===== src/rtl/cfg_pkg.sv =====
package cfg_pkg;
   typedef enum logic [2:0] {
      ST_IDLE,
      ST_ADDR,
      ST_DATA,
      ST_ACK,
      ST_TX,
      ST_TXACK
   } link_st_t;
endpackage


===== src/rtl/cfg_line_sync.sv =====
module cfg_line_sync #(
   parameter int SYNC_STAGES = 2
) (
   input  logic clk,
   input  logic rst_n,
   input  logic scl_i,
   input  logic sda_i,
   output logic sda_s,
   output logic scl_rise,
   output logic scl_fall,
   output logic start_det,
   output logic stop_det
);
   logic [SYNC_STAGES-1:0] scl_ff, sda_ff;
   logic scl_q, sda_q, scl_s;

   for (genvar s = 0; s < SYNC_STAGES; s++) begin : g_stage
      if (s == 0) begin : g_first
         always_ff @(posedge clk or negedge rst_n)
            if (!rst_n) begin
               scl_ff[0] <= 1'b1;
               sda_ff[0] <= 1'b1;
            end else begin
               scl_ff[0] <= scl_i;
               sda_ff[0] <= sda_i;
            end
      end else begin : g_next
         always_ff @(posedge clk or negedge rst_n)
            if (!rst_n) begin
               scl_ff[s] <= 1'b1;
               sda_ff[s] <= 1'b1;
            end else begin
               scl_ff[s] <= scl_ff[s-1];
               sda_ff[s] <= sda_ff[s-1];
            end
      end
   end

   assign scl_s = scl_ff[SYNC_STAGES-1];
   assign sda_s = sda_ff[SYNC_STAGES-1];

   always_ff @(posedge clk or negedge rst_n)
      if (!rst_n) begin
         scl_q <= 1'b1;
         sda_q <= 1'b1;
      end else begin
         scl_q <= scl_s;
         sda_q <= sda_s;
      end

   assign scl_rise  = scl_s & ~scl_q;
   assign scl_fall  = ~scl_s & scl_q;
   assign start_det = scl_s & scl_q & sda_q & ~sda_s;
   assign stop_det  = scl_s & scl_q & ~sda_q & sda_s;
endmodule


===== src/rtl/cfg_link.sv =====
module cfg_link
   import cfg_pkg::*;
#(
   parameter int         NUM_REGS = 21,
   parameter int         IDX_W    = 6,
   parameter int         CNT_REG  = 8,
   parameter logic [6:0] DEV_ADDR = 7'h69
) (
   input  logic             clk,
   input  logic             rst_n,
   input  logic             sda_s,
   input  logic             scl_rise,
   input  logic             scl_fall,
   input  logic             start_det,
   input  logic             stop_det,
   input  logic [7:0]       rd_data,
   output logic [IDX_W-1:0] rd_idx,
   output logic             wr_en,
   output logic [IDX_W-1:0] wr_addr,
   output logic [7:0]       wr_data,
   output logic             sda_oe
);
   localparam logic [IDX_W-1:0] LIMIT = IDX_W'(NUM_REGS + 2);
   localparam logic [IDX_W-1:0] CNT_W = IDX_W'(CNT_REG);
   localparam logic [IDX_W-1:0] TWO   = IDX_W'(2);

   link_st_t         state;
   logic [3:0]       bit_cnt;
   logic [7:0]       shreg;
   logic [IDX_W-1:0] byte_idx, tx_idx;
   logic             is_rd, nack;

   assign rd_idx = (tx_idx == '0) ? CNT_W : tx_idx - 1'b1;

   always_ff @(posedge clk or negedge rst_n)
      if (!rst_n) begin
         state    <= ST_IDLE;
         bit_cnt  <= '0;
         shreg    <= '0;
         byte_idx <= '0;
         tx_idx   <= '0;
         is_rd    <= 1'b0;
         nack     <= 1'b0;
         sda_oe   <= 1'b0;
         wr_en    <= 1'b0;
         wr_addr  <= '0;
         wr_data  <= '0;
      end else begin
         wr_en <= 1'b0;
         if (start_det) begin
            state    <= ST_ADDR;
            bit_cnt  <= '0;
            byte_idx <= '0;
            tx_idx   <= '0;
            sda_oe   <= 1'b0;
         end else if (stop_det) begin
            state  <= ST_IDLE;
            sda_oe <= 1'b0;
         end else begin
            case (state)
               ST_ADDR, ST_DATA: begin
                  if (scl_rise && bit_cnt != 4'd8) begin
                     shreg   <= {shreg[6:0], sda_s};
                     bit_cnt <= bit_cnt + 1'b1;
                  end else if (scl_fall && bit_cnt == 4'd8) begin
                     if (state == ST_ADDR) begin
                        if (shreg[7:1] == DEV_ADDR) begin
                           sda_oe <= 1'b1;
                           is_rd  <= shreg[0];
                           state  <= ST_ACK;
                        end else begin
                           state <= ST_IDLE;
                        end
                     end else begin
                        if (byte_idx < TWO) begin
                           sda_oe <= 1'b1;
                           state  <= ST_ACK;
                        end else if (byte_idx < LIMIT) begin
                           sda_oe  <= 1'b1;
                           state   <= ST_ACK;
                           wr_en   <= 1'b1;
                           wr_addr <= byte_idx - TWO;
                           wr_data <= shreg;
                        end else begin
                           state <= ST_IDLE;
                        end
                        if (byte_idx != '1) byte_idx <= byte_idx + 1'b1;
                     end
                  end
               end
               ST_ACK: begin
                  if (scl_fall) begin
                     bit_cnt <= '0;
                     if (is_rd) begin
                        shreg  <= rd_data;
                        sda_oe <= ~rd_data[7];
                        state  <= ST_TX;
                     end else begin
                        sda_oe <= 1'b0;
                        state  <= ST_DATA;
                     end
                  end
               end
               ST_TX: begin
                  if (scl_fall) begin
                     if (bit_cnt == 4'd7) begin
                        sda_oe <= 1'b0;
                        state  <= ST_TXACK;
                        if (tx_idx != '1) tx_idx <= tx_idx + 1'b1;
                     end else begin
                        shreg   <= {shreg[6:0], 1'b0};
                        sda_oe  <= ~shreg[6];
                        bit_cnt <= bit_cnt + 1'b1;
                     end
                  end
               end
               ST_TXACK: begin
                  if (scl_rise) begin
                     nack <= sda_s;
                  end else if (scl_fall) begin
                     if (nack) begin
                        state <= ST_IDLE;
                     end else begin
                        shreg   <= rd_data;
                        sda_oe  <= ~rd_data[7];
                        bit_cnt <= '0;
                        state   <= ST_TX;
                     end
                  end
               end
               default: state <= ST_IDLE;
            endcase
         end
      end

   assert_drive_window_R4: assert property (@(posedge clk) disable iff (!rst_n)
      sda_oe |-> (state == ST_ACK || state == ST_TX));
   assert_stop_idle_R3: assert property (@(posedge clk) disable iff (!rst_n)
      stop_det && !start_det |=> state == ST_IDLE && !sda_oe);
   assert_start_restart_R3: assert property (@(posedge clk) disable iff (!rst_n)
      start_det |=> state == ST_ADDR && byte_idx == '0);
   assert_no_drive_idle_R1: assert property (@(posedge clk) disable iff (!rst_n)
      state == ST_IDLE |-> !sda_oe);
endmodule


===== src/rtl/cfg_regfile.sv =====
module cfg_regfile #(
   parameter int         NUM_REGS  = 21,
   parameter int         IDX_W     = 6,
   parameter int         CNT_REG   = 8,
   parameter logic [7:0] CNT_RESET = 8'h08,
   parameter int         ID_REG    = 7,
   parameter logic [7:0] ID_VALUE  = 8'h21,
   parameter int         PAIR_A    = 11,
   parameter int         PAIR_B    = 13
) (
   input  logic                  clk,
   input  logic                  rst_n,
   input  logic                  wr_en,
   input  logic [IDX_W-1:0]      wr_addr,
   input  logic [7:0]            wr_data,
   input  logic [IDX_W-1:0]      rd_idx,
   output logic [7:0]            rd_data,
   output logic [NUM_REGS*8-1:0] regs_o
);
   localparam logic [IDX_W-1:0] NREG_W = IDX_W'(NUM_REGS);
   localparam logic [IDX_W-1:0] CNT_W  = IDX_W'(CNT_REG);
   localparam logic [IDX_W-1:0] PA_W   = IDX_W'(PAIR_A);
   localparam logic [IDX_W-1:0] PB_W   = IDX_W'(PAIR_B);

   logic [7:0] stage_q;

   always_ff @(posedge clk or negedge rst_n)
      if (!rst_n)                                            stage_q <= '0;
      else if (wr_en && (wr_addr == PA_W || wr_addr == PB_W)) stage_q <= wr_data;

   for (genvar g = 0; g < NUM_REGS; g++) begin : g_reg
      localparam logic [IDX_W-1:0] MY_IDX = IDX_W'(g);
      if (g == ID_REG) begin : g_fixed
         assign regs_o[g*8 +: 8] = ID_VALUE;
      end else begin : g_store
         localparam bit         IS_CNT  = (g == CNT_REG);
         localparam bit         IS_PLO  = (g == PAIR_A) || (g == PAIR_B);
         localparam logic [7:0] RST_VAL = IS_CNT ? CNT_RESET : 8'h00;
         logic [7:0] q, nxt;
         logic       hit;
         always_comb begin
            if (IS_PLO) begin
               hit = wr_en && (wr_addr == MY_IDX + 1'b1);
               nxt = stage_q;
            end else begin
               hit = wr_en && (wr_addr == MY_IDX) && (!IS_CNT || wr_data != 8'h00);
               nxt = wr_data;
            end
         end
         always_ff @(posedge clk or negedge rst_n)
            if (!rst_n)   q <= RST_VAL;
            else if (hit) q <= nxt;
         assign regs_o[g*8 +: 8] = q;
      end
   end

   assign rd_data = (rd_idx < NREG_W) ? regs_o[32'(rd_idx)*8 +: 8] : 8'hFF;

   assert_wr_in_range_R8: assert property (@(posedge clk) disable iff (!rst_n)
      wr_en |-> wr_addr < NREG_W);
   assert_cnt_zero_ignored_R7: assert property (@(posedge clk) disable iff (!rst_n)
      wr_en && wr_addr == CNT_W && wr_data == 8'h00 |=> $stable(regs_o[CNT_REG*8 +: 8]));
   assert_pair_lo_hold_R5: assert property (@(posedge clk) disable iff (!rst_n)
      wr_en && wr_addr == PA_W |=> $stable(regs_o[PAIR_A*8 +: 8]));
   assert_id_write_ignored_R6: assert property (@(posedge clk) disable iff (!rst_n)
      wr_en && wr_addr == IDX_W'(ID_REG) |=> $stable(regs_o[ID_REG*8 +: 8]));
endmodule


===== src/rtl/cfg_serial_slave.sv =====
module cfg_serial_slave #(
   parameter int         NUM_REGS    = 21,
   parameter int         CNT_REG     = 8,
   parameter logic [7:0] CNT_RESET   = 8'h08,
   parameter int         ID_REG      = 7,
   parameter logic [7:0] ID_VALUE    = 8'h21,
   parameter int         PAIR_A      = 11,
   parameter int         PAIR_B      = 13,
   parameter logic [6:0] DEV_ADDR    = 7'h69,
   parameter int         SYNC_STAGES = 2
) (
   input  logic                  clk,
   input  logic                  rst_n,
   input  logic                  scl_i,
   input  logic                  sda_i,
   output logic                  sda_oe_o,
   output logic [NUM_REGS*8-1:0] regs_o
);
   localparam int IDX_W = $clog2(NUM_REGS + 2) + 1;

   if (SYNC_STAGES < 2)                      begin : g_bad_sync  $error("SYNC_STAGES must be at least 2"); end
   if (CNT_REG >= NUM_REGS || ID_REG >= NUM_REGS) begin : g_bad_idx $error("special register outside file"); end
   if (PAIR_A + 1 >= NUM_REGS || PAIR_B + 1 >= NUM_REGS) begin : g_bad_pair $error("pair outside file"); end
   if (CNT_RESET == 8'h00)                   begin : g_bad_cnt   $error("count reset must be nonzero"); end

   logic             sda_s, scl_rise, scl_fall, start_det, stop_det;
   logic             wr_en;
   logic [IDX_W-1:0] wr_addr, rd_idx;
   logic [7:0]       wr_data, rd_data;

   cfg_line_sync #(.SYNC_STAGES(SYNC_STAGES)) u_sync (
      .clk, .rst_n, .scl_i, .sda_i, .sda_s, .scl_rise, .scl_fall, .start_det, .stop_det
   );

   cfg_link #(.NUM_REGS(NUM_REGS), .IDX_W(IDX_W), .CNT_REG(CNT_REG), .DEV_ADDR(DEV_ADDR)) u_link (
      .clk, .rst_n, .sda_s, .scl_rise, .scl_fall, .start_det, .stop_det,
      .rd_data, .rd_idx, .wr_en, .wr_addr, .wr_data, .sda_oe(sda_oe_o)
   );

   cfg_regfile #(.NUM_REGS(NUM_REGS), .IDX_W(IDX_W), .CNT_REG(CNT_REG), .CNT_RESET(CNT_RESET),
                 .ID_REG(ID_REG), .ID_VALUE(ID_VALUE), .PAIR_A(PAIR_A), .PAIR_B(PAIR_B)) u_regs (
      .clk, .rst_n, .wr_en, .wr_addr, .wr_data, .rd_idx, .rd_data, .regs_o
   );
endmodule


===== config.mk =====
export PLATFORM = sky130hd
export DESIGN_NAME = cfg_serial_slave
export DESIGN_NICKNAME = d
export VERILOG_FILES = /design/src/rtl/cfg_pkg.sv /design/src/rtl/cfg_line_sync.sv /design/src/rtl/cfg_link.sv /design/src/rtl/cfg_regfile.sv /design/src/rtl/cfg_serial_slave.sv
export SDC_FILE = /design/constraint.sdc
export NUM_CORES = 1
export LEC_CHECK = 0
export BUFFER_PORTS_ARGS = -buffer_cell sky130_fd_sc_hd__buf_2
export CORE_MARGIN = 1
export CORE_UTILIZATION = 28
export DETAILED_ROUTE_END_ITERATION = 8
export SLEW_MARGIN = 0
export SYNTH_ARGS = -nofsm -noshare
export SYNTH_HDL_FRONTEND = slang
export SYNTH_SLANG_ARGS = --single-unit

===== constraint.sdc =====
create_clock -name clk -period 4.13 [get_ports clk]
set_clock_uncertainty 0.2 [all_clocks]
set_input_delay 0.6195 -clock clk [delete_from_list [all_inputs] [get_ports clk]]
set_output_delay 0.6195 -clock clk [all_outputs]
set_load 0.005 [all_outputs]

# After elaboration in Yosys (flattened, before gate mapping)
# Cells that the tools add are included.
[word_totals] wordCells=243 regBits=219
[op_classes] addsub=5 order_cmp=3 shifts=1 n_eq_ne=58 n_reduce_logical=46 bitwise=18 muxes=74
[op_table] cell="$shiftx 168x10->8" count=1
[op_table] cell="$mux 6" count=14
[op_table] cell="$mux 8" count=9
[op_table] cell="$eq 6x4->1 const B" count=8
[op_table] cell="$mux 3" count=13
[op_table] cell="$mux 4" count=9
[op_table] cell="$pmux 8 s4" count=1
[op_table] cell="$eq 6x5->1 const B" count=5
[op_table] cell="$mux 1" count=23
[op_table] cell="$logic_and 1x1->1" count=22
[op_table] cell="$ne 4x3->1 const B" count=5
[op_table] cell="$eq 6x3->1 const B" count=3
[op_table] cell="$ne 4x4->1 const B" count=4
[op_table] cell="$pmux 4 s4" count=1
[op_table] cell="$reduce_and 7->1" count=2
[op_table] cell="$reduce_bool 2->1" count=7
[op_table] cell="$add 6x1->6 const B" count=2
[op_table] cell="$eq 6x2->1 const B" count=2
[op_table] cell="$logic_not 6->1" count=2
[op_table] cell="$lt 6x5->1 const B" count=2
[op_table] cell="$ne 2x2->1 const B" count=6
[op_table] cell="$ne 3x2->1 const B" count=4
[op_table] cell="$ne 6x6->1 const B" count=2
[op_table] cell="$pmux 3 s4" count=1
[op_table] cell="other kinds (32)" count=57

# Longest topological paths before layout
[depth] word_depth=11 mapped_depth=13 mapped_depth_nobuf=8

# By module
# Synthesis repeated with hierarchy kept, for this count alone.
[hier_totals] hier_cells=863 hier_area_um2=10891.7
[modules_own_cells] module="cfg_regfile" cells_per_inst=565 seq_area_each_um2=4205.3 n_inst=1 area_each_um2=7956.4
[modules_own_cells] module="cfg_link" cells_per_inst=288 seq_area_each_um2=1126.1 n_inst=1 area_each_um2=2745.1
[modules_own_cells] module="cfg_line_sync" cells_per_inst=10 seq_area_each_um2=157.7 n_inst=1 area_each_um2=190.2

# Worst setup path after synthesis
# No wires, ideal clock.
[synth_timing] path_kind="register to register" startpoint="reg u_link.tx_idx[0]" endpoint="reg u_link.shreg[4]" t_arrival_ns=3.141 slack_ns=0.665 n_path_buf=3 period_less_slack_ns=3.465 stages_incl_launch_ff=11 cell_sequence="dfrtp_1 clkbuf_1 clkinv_1 clkbuf_1 ha_1 nor4b_1 clkbuf_1 a2111oi_1 nand2_1 a41o_1 o31a_1"
[synth_via] elab_chain_len=8 word_cells_on_any_way=12 classes_between="add/sub: 1; order compare: 1; shift: 1; mux: 8; reduce/logical: 1"
[synth_rtl] element="start: declaration" line_no="cfg_link.sv:30" rtl="logic [IDX_W-1:0] byte_idx, tx_idx;"
[synth_rtl] element="start signal: assignment" line_no="cfg_link.sv:109" rtl="if (tx_idx != '1) tx_idx <= tx_idx + 1'b1;"
[synth_rtl] element="$sub 6x1->6 or $logic_not 6->1 (tied branches)" line_no="cfg_link.sv:33" rtl="assign rd_idx = (tx_idx == '0) ? CNT_W : tx_idx - 1'b1;"
[synth_rtl] element="$mux 6 (*)" line_no="cfg_link.sv:33"
[synth_rtl] element="$shiftx 168x10->8 or $lt 6x5->1 (tied branches)" line_no="cfg_regfile.sv:57" rtl="assign rd_data = (rd_idx < NREG_W) ? regs_o[32'(rd_idx)*8 +: 8] : 8'hFF;"
[synth_rtl] element="$mux 8 (*)" line_no="cfg_regfile.sv:57"
[synth_rtl] element="$mux 8" line_no="cfg_link.sv:121" rtl="if (nack) begin"
[synth_rtl] element="$mux 8" line_no="cfg_link.sv:120" rtl="end else if (scl_fall) begin"
[synth_rtl] element="$mux 8" line_no="cfg_link.sv:118" rtl="if (scl_rise) begin"
[synth_rtl] element="$pmux 8 s4 (*)" line_no="cfg_link.sv:60" rtl="case (state)"
[synth_rtl] element="end signal: assignment" line_no="cfg_link.sv:63" rtl="shreg <= {shreg[6:0], sda_s};"
[synth_rtl] element="end signal: assignment" line_no="cfg_link.sv:111" rtl="shreg <= {shreg[6:0], 1'b0};"
[synth_rtl] element="end signal: assignment" line_no="cfg_link.sv:124" rtl="shreg <= rd_data;"
[synth_rtl] element="end: declaration" line_no="cfg_link.sv:29" rtl="logic [7:0] shreg;"
# Every way passes the cells marked *; elsewhere a longest branch is shown, timed or not. The select of a mux whose other input is x is not followed.
# A chain may end at the register's enable or synchronous reset.

# Worst setup path after layout
[layout_timing] startpoint="reg u_link.tx_idx[0]" endpoint="reg u_link.sda_oe"
[layout_via] elab_chain_len=11 word_cells_on_any_way=15 classes_between="add/sub: 1; order compare: 1; shift: 1; mux: 10; bitwise: 1; reduce/logical: 1"
[layout_rtl] element="$sub 6x1->6 or $logic_not 6->1 (tied branches)" line_no="cfg_link.sv:33"
[layout_rtl] element="$mux 6 (*)" line_no="cfg_link.sv:33"
[layout_rtl] element="$shiftx 168x10->8 or $lt 6x5->1 (tied branches)" line_no="cfg_regfile.sv:57"
[layout_rtl] element="$mux 8 (*)" line_no="cfg_regfile.sv:57"
[layout_rtl] element="$not 1->1 (*)" line_no="cfg_link.sv:96, cfg_link.sv:125"
[layout_rtl] element="$mux 1" line_no="cfg_link.sv:121"
[layout_rtl] element="$mux 1" line_no="cfg_link.sv:120"
[layout_rtl] element="$mux 1" line_no="cfg_link.sv:118"
[layout_rtl] element="$pmux 1 s4 (*)" line_no="cfg_link.sv:60"
[layout_rtl] element="$mux 1 (*)" line_no="cfg_link.sv:56" rtl="end else if (stop_det) begin"
[layout_rtl] element="$mux 1 (*)" line_no="cfg_link.sv:50" rtl="if (start_det) begin"
[layout_rtl] element="end signal: assignment" line_no="cfg_link.sv:96" rtl="sda_oe <= ~rd_data[7];"
[layout_rtl] element="end signal: assignment" line_no="cfg_link.sv:112" rtl="sda_oe <= ~shreg[6];"
[layout_rtl] element="end signal: assignment" line_no="cfg_link.sv:125" rtl="sda_oe <= ~rd_data[7];"
[layout_rtl] element="end: declaration" line_no="cfg_link.sv:21" rtl="output logic sda_oe"
# Marks and branches as above.

==> impl_metrics.toml <==
[critical_path]
r2r_slack_ns = 0.41
cpMaxStageDelayCell = "o311ai_1"
path_class = "register to register"
rr_worst_depth = 7
cp_common_cell = "a311oi_1"
r2r-end = "u_link.sda_oe"
critPathMaxFanout = 48
cp-start-kind = "register"
crit_family = "compound AO/OA/AOI/OAI gates"
crit_buf_inv = 1
path_cells = "buf_4, nor2_1, o311ai_1, o221ai_1, a311oi_1, a311oi_1, o21bai_1"
r2r-start = "u_link.tx_idx[0]"
cp.required_ns = 4.34
arrival_ns = 3.93
startpoint = "u_link.tx_idx[0]"
slowest_delay_ns = 0.92
cp-end-kind = "register"

[synthesis]
postSynthRegisterBits = 219
mappedNetlistArea_sq_um = 11100
synth-seq-area-share_pct = 49.4
synth_warnings = 0
synthArstFlopShare_pct = 100
synth_area_leaders = "dfrtp_1, mux2_2, mux2i_1, nand2_1, clkbuf_1"
synth.distinct_cells = 75
synth_ff_type = "dfrtp_1"
synth-edff-count = 0
synth_cells = 981
postSynthAreaPerCell_sq_um = 11.3
synth_top_cell_area_share_pct = 47.7
synth_area_leader_cell = "dfrtp_1"

[placed_design]
place_area_sq_um = 12500
portBuffers = 164
dp_hpwl_um = 27400
globalplace.congestion = 0.900
post-place-cells = 1624

[cells_and_area]
drive_gt1_share_pct = 38.4
instances_no_fill = 1671
final_common_cell = "dfrtp_1"
nNetsFinal = 1147
area_growth_pct = 20.9
utilization_pct = 34.5
fillers = 3961
antenna_cells = 0
stdcell_area_sq_um = 13400
layout_common_cells = "dfrtp_1, mux2_2, buf_2, nand2_1, nor2_1"

[global_route]
grt-ovfl-total = 0
antenna_found_initial = 0
groute.layer.met2.usage_pct = 30.5
grt_util_met3_pct = 2.87
grt_pass1_wl_um = 57200
gr-usage-all-layers_pct = 18.3
grt_max_degree = 120
grt_use_met1_pct = 24.0
grt_pass1_vias = 8882
grt_busiest_layer = "met2"

[power_and_ir_drop]
powerDensity_nw_per_um2 = 396
power_leakage_nw = 6.60
vdd.ir_drop.worst_uv = 266
p_total_mw = 5.31

[hold_path]
hp-class = "primary input to async pin"

[clock_network]
insertion_delay_ns = 0.53
cts_htree_levels = 1
clockBufferDepth = 3
tritoncts = "yes"
clk_pin_slew_ns = 0.06
cts_made_buffers = 25
cts_root_buf = "clkbuf_16"
post_cts_buffers = 0
clkSinkCount = 219

[timing]
drv_slew = 0
finalSetupViolCount = 0
post-route-min-period_ns = 3.72
timing.setup.tns_ns = 0
finalHoldViolCount = 1
rsz0062_at_grt = "no"
period_share_pct = 90.0
fmax_mhz = 269
tightest_slew_ns = 1.18
fin_hold_ws_ns = -0.00386
timing.slew.headroom_pct = 21.2

[detailed_routing]
drt_iter0_markers = 651
drcViolationCount = 0
ant_nets = 0
wirelength_um = 37700
vias_per_cell = 5.29
dr.pass1.iters = 5
wl_per_cell_um = 22.6
num_vias = 8846

[outcome]
status = "finished, violations left"
violations = "negative hold slack"

[die]
boundaryPins = 173
initial_core_util_pct = 28.6
core-area_sq_um = 38900
fp-row-count = 72
dieWidth_um = 201
die-area_sq_um = 40500
die_h_um = 201

[flow_run]
drv_cap = 0
==> where the power goes <==
group	total, mW	switching [mW]	internal [mW]	leakage (nW)
sequential	2.34	0.120	2.22	3.00
combinational	0.559	0.337	0.222	3.19
clock	2.41	0.914	1.50	0.421
total	5.31	1.37	3.94	6.60
==> Yosys cell counts (all sizes together) (4+ instances only) <==
library cell,number
o31ai,6
clkbuf,52
nand3,19
a22oi,12
a311oi,6
xnor2,7
and3b,4
nand2b,9
mux2i,27
a2111oi,4
and3,6
xor2,5
buf,21
o21a,6
dfrtp,212
o21ai,34
o221ai,10
nand4,11
a31oi,16
a21o,17
nor3,12
a211oi,13
ha,8
o21bai,5
and2,5
dfstp,7
o22ai,11
o32a,4
nor2b,9
inv,15
nand2,70
nor2,44
a21oi,33
mux2,194
o211ai,21
==> state kept, by name (all words and copies together) (netlist names), 3 cells and up <==
| register | count |
|---|---|
| u_link.tx_idx | 6 |
| u_link.shreg | 8 |
| u_regs.g.g_store.q | 160 |
| u_regs.g.g_store.nxt | 8 |
| u_link.wr_data | 8 |
| u_link.bit_cnt | 4 |
| u_link.byte_idx | 6 |
| u_link.wr_addr | 6 |
| u_link.state | 3 |
==> through the flow <==
| stage | hold WS, ns | setup slack, ns |
|---|---|---|
| finish | -0.00386 | 0.411 |
| global route | 0.0665 | 0.114 |
| global placement | 0.149 | 0.611 |
| floorplan | 0.124 | 0.665 |
| CTS | 0.0348 | 0.503 |
| detailed placement | 0.151 | 0.484 |
==> cell type report <==
type                            count  area [sq um]  area share, %
Inverter                           17          63.8          0.475
Sequential cell                   219          5490           40.9
Tap cell                          518           648           4.82
Clock inverter                      9           181           1.35
Multi-Input combinational cell    678          5270           39.2
Clock buffer                       36           707           5.26
Timing Repair Buffer              194          1070           7.99
==> repair_timing <==
action                    4_1_cts  5_1_grt
gates resized for setup         0        0
hold buffers                    2        0
hold endpoints to repair        2        0
==> kinds of logic (layout without fill, tap and decap cells) <==
kind of cell	Yosys count	in the layout	synth area share, %
flops	219	219	49.4
buf+inv	90	256	3.50
xor+xnor	12	12	0.946
simple gates	207	207	9.11
other cells	2	8	0.0676
compound gates	222	222	14.0
fa+ha+maj	8	8	0.901
mux	221	221	22.1
==> metal layers <==
layer / vias up / routed length, um / share of wire (%)
li1: 3931 / - / -
met1: 4499 / 16100 / 43
met2: 339 / 18000 / 48
met3: 77 / 2260 / 6.0
met4: 0 / 1370 / 3.6
met5: - / 0 / 0
==> worst max-delay path by stage <==
stage                 endpoint  slack [ns]  cells after the start
2_1_floorplan  u_link.shreg[4]        0.67                     10
3_3_place_gp     u_link.sda_oe        0.61                      7
3_5_place_dp   u_link.shreg[7]        0.48                      7
4_1_cts          u_link.sda_oe        0.50                      7
5_1_grt          u_link.sda_oe        0.11                      7
6_report         u_link.sda_oe        0.41                      7
(Power assumes the default switching activity.)
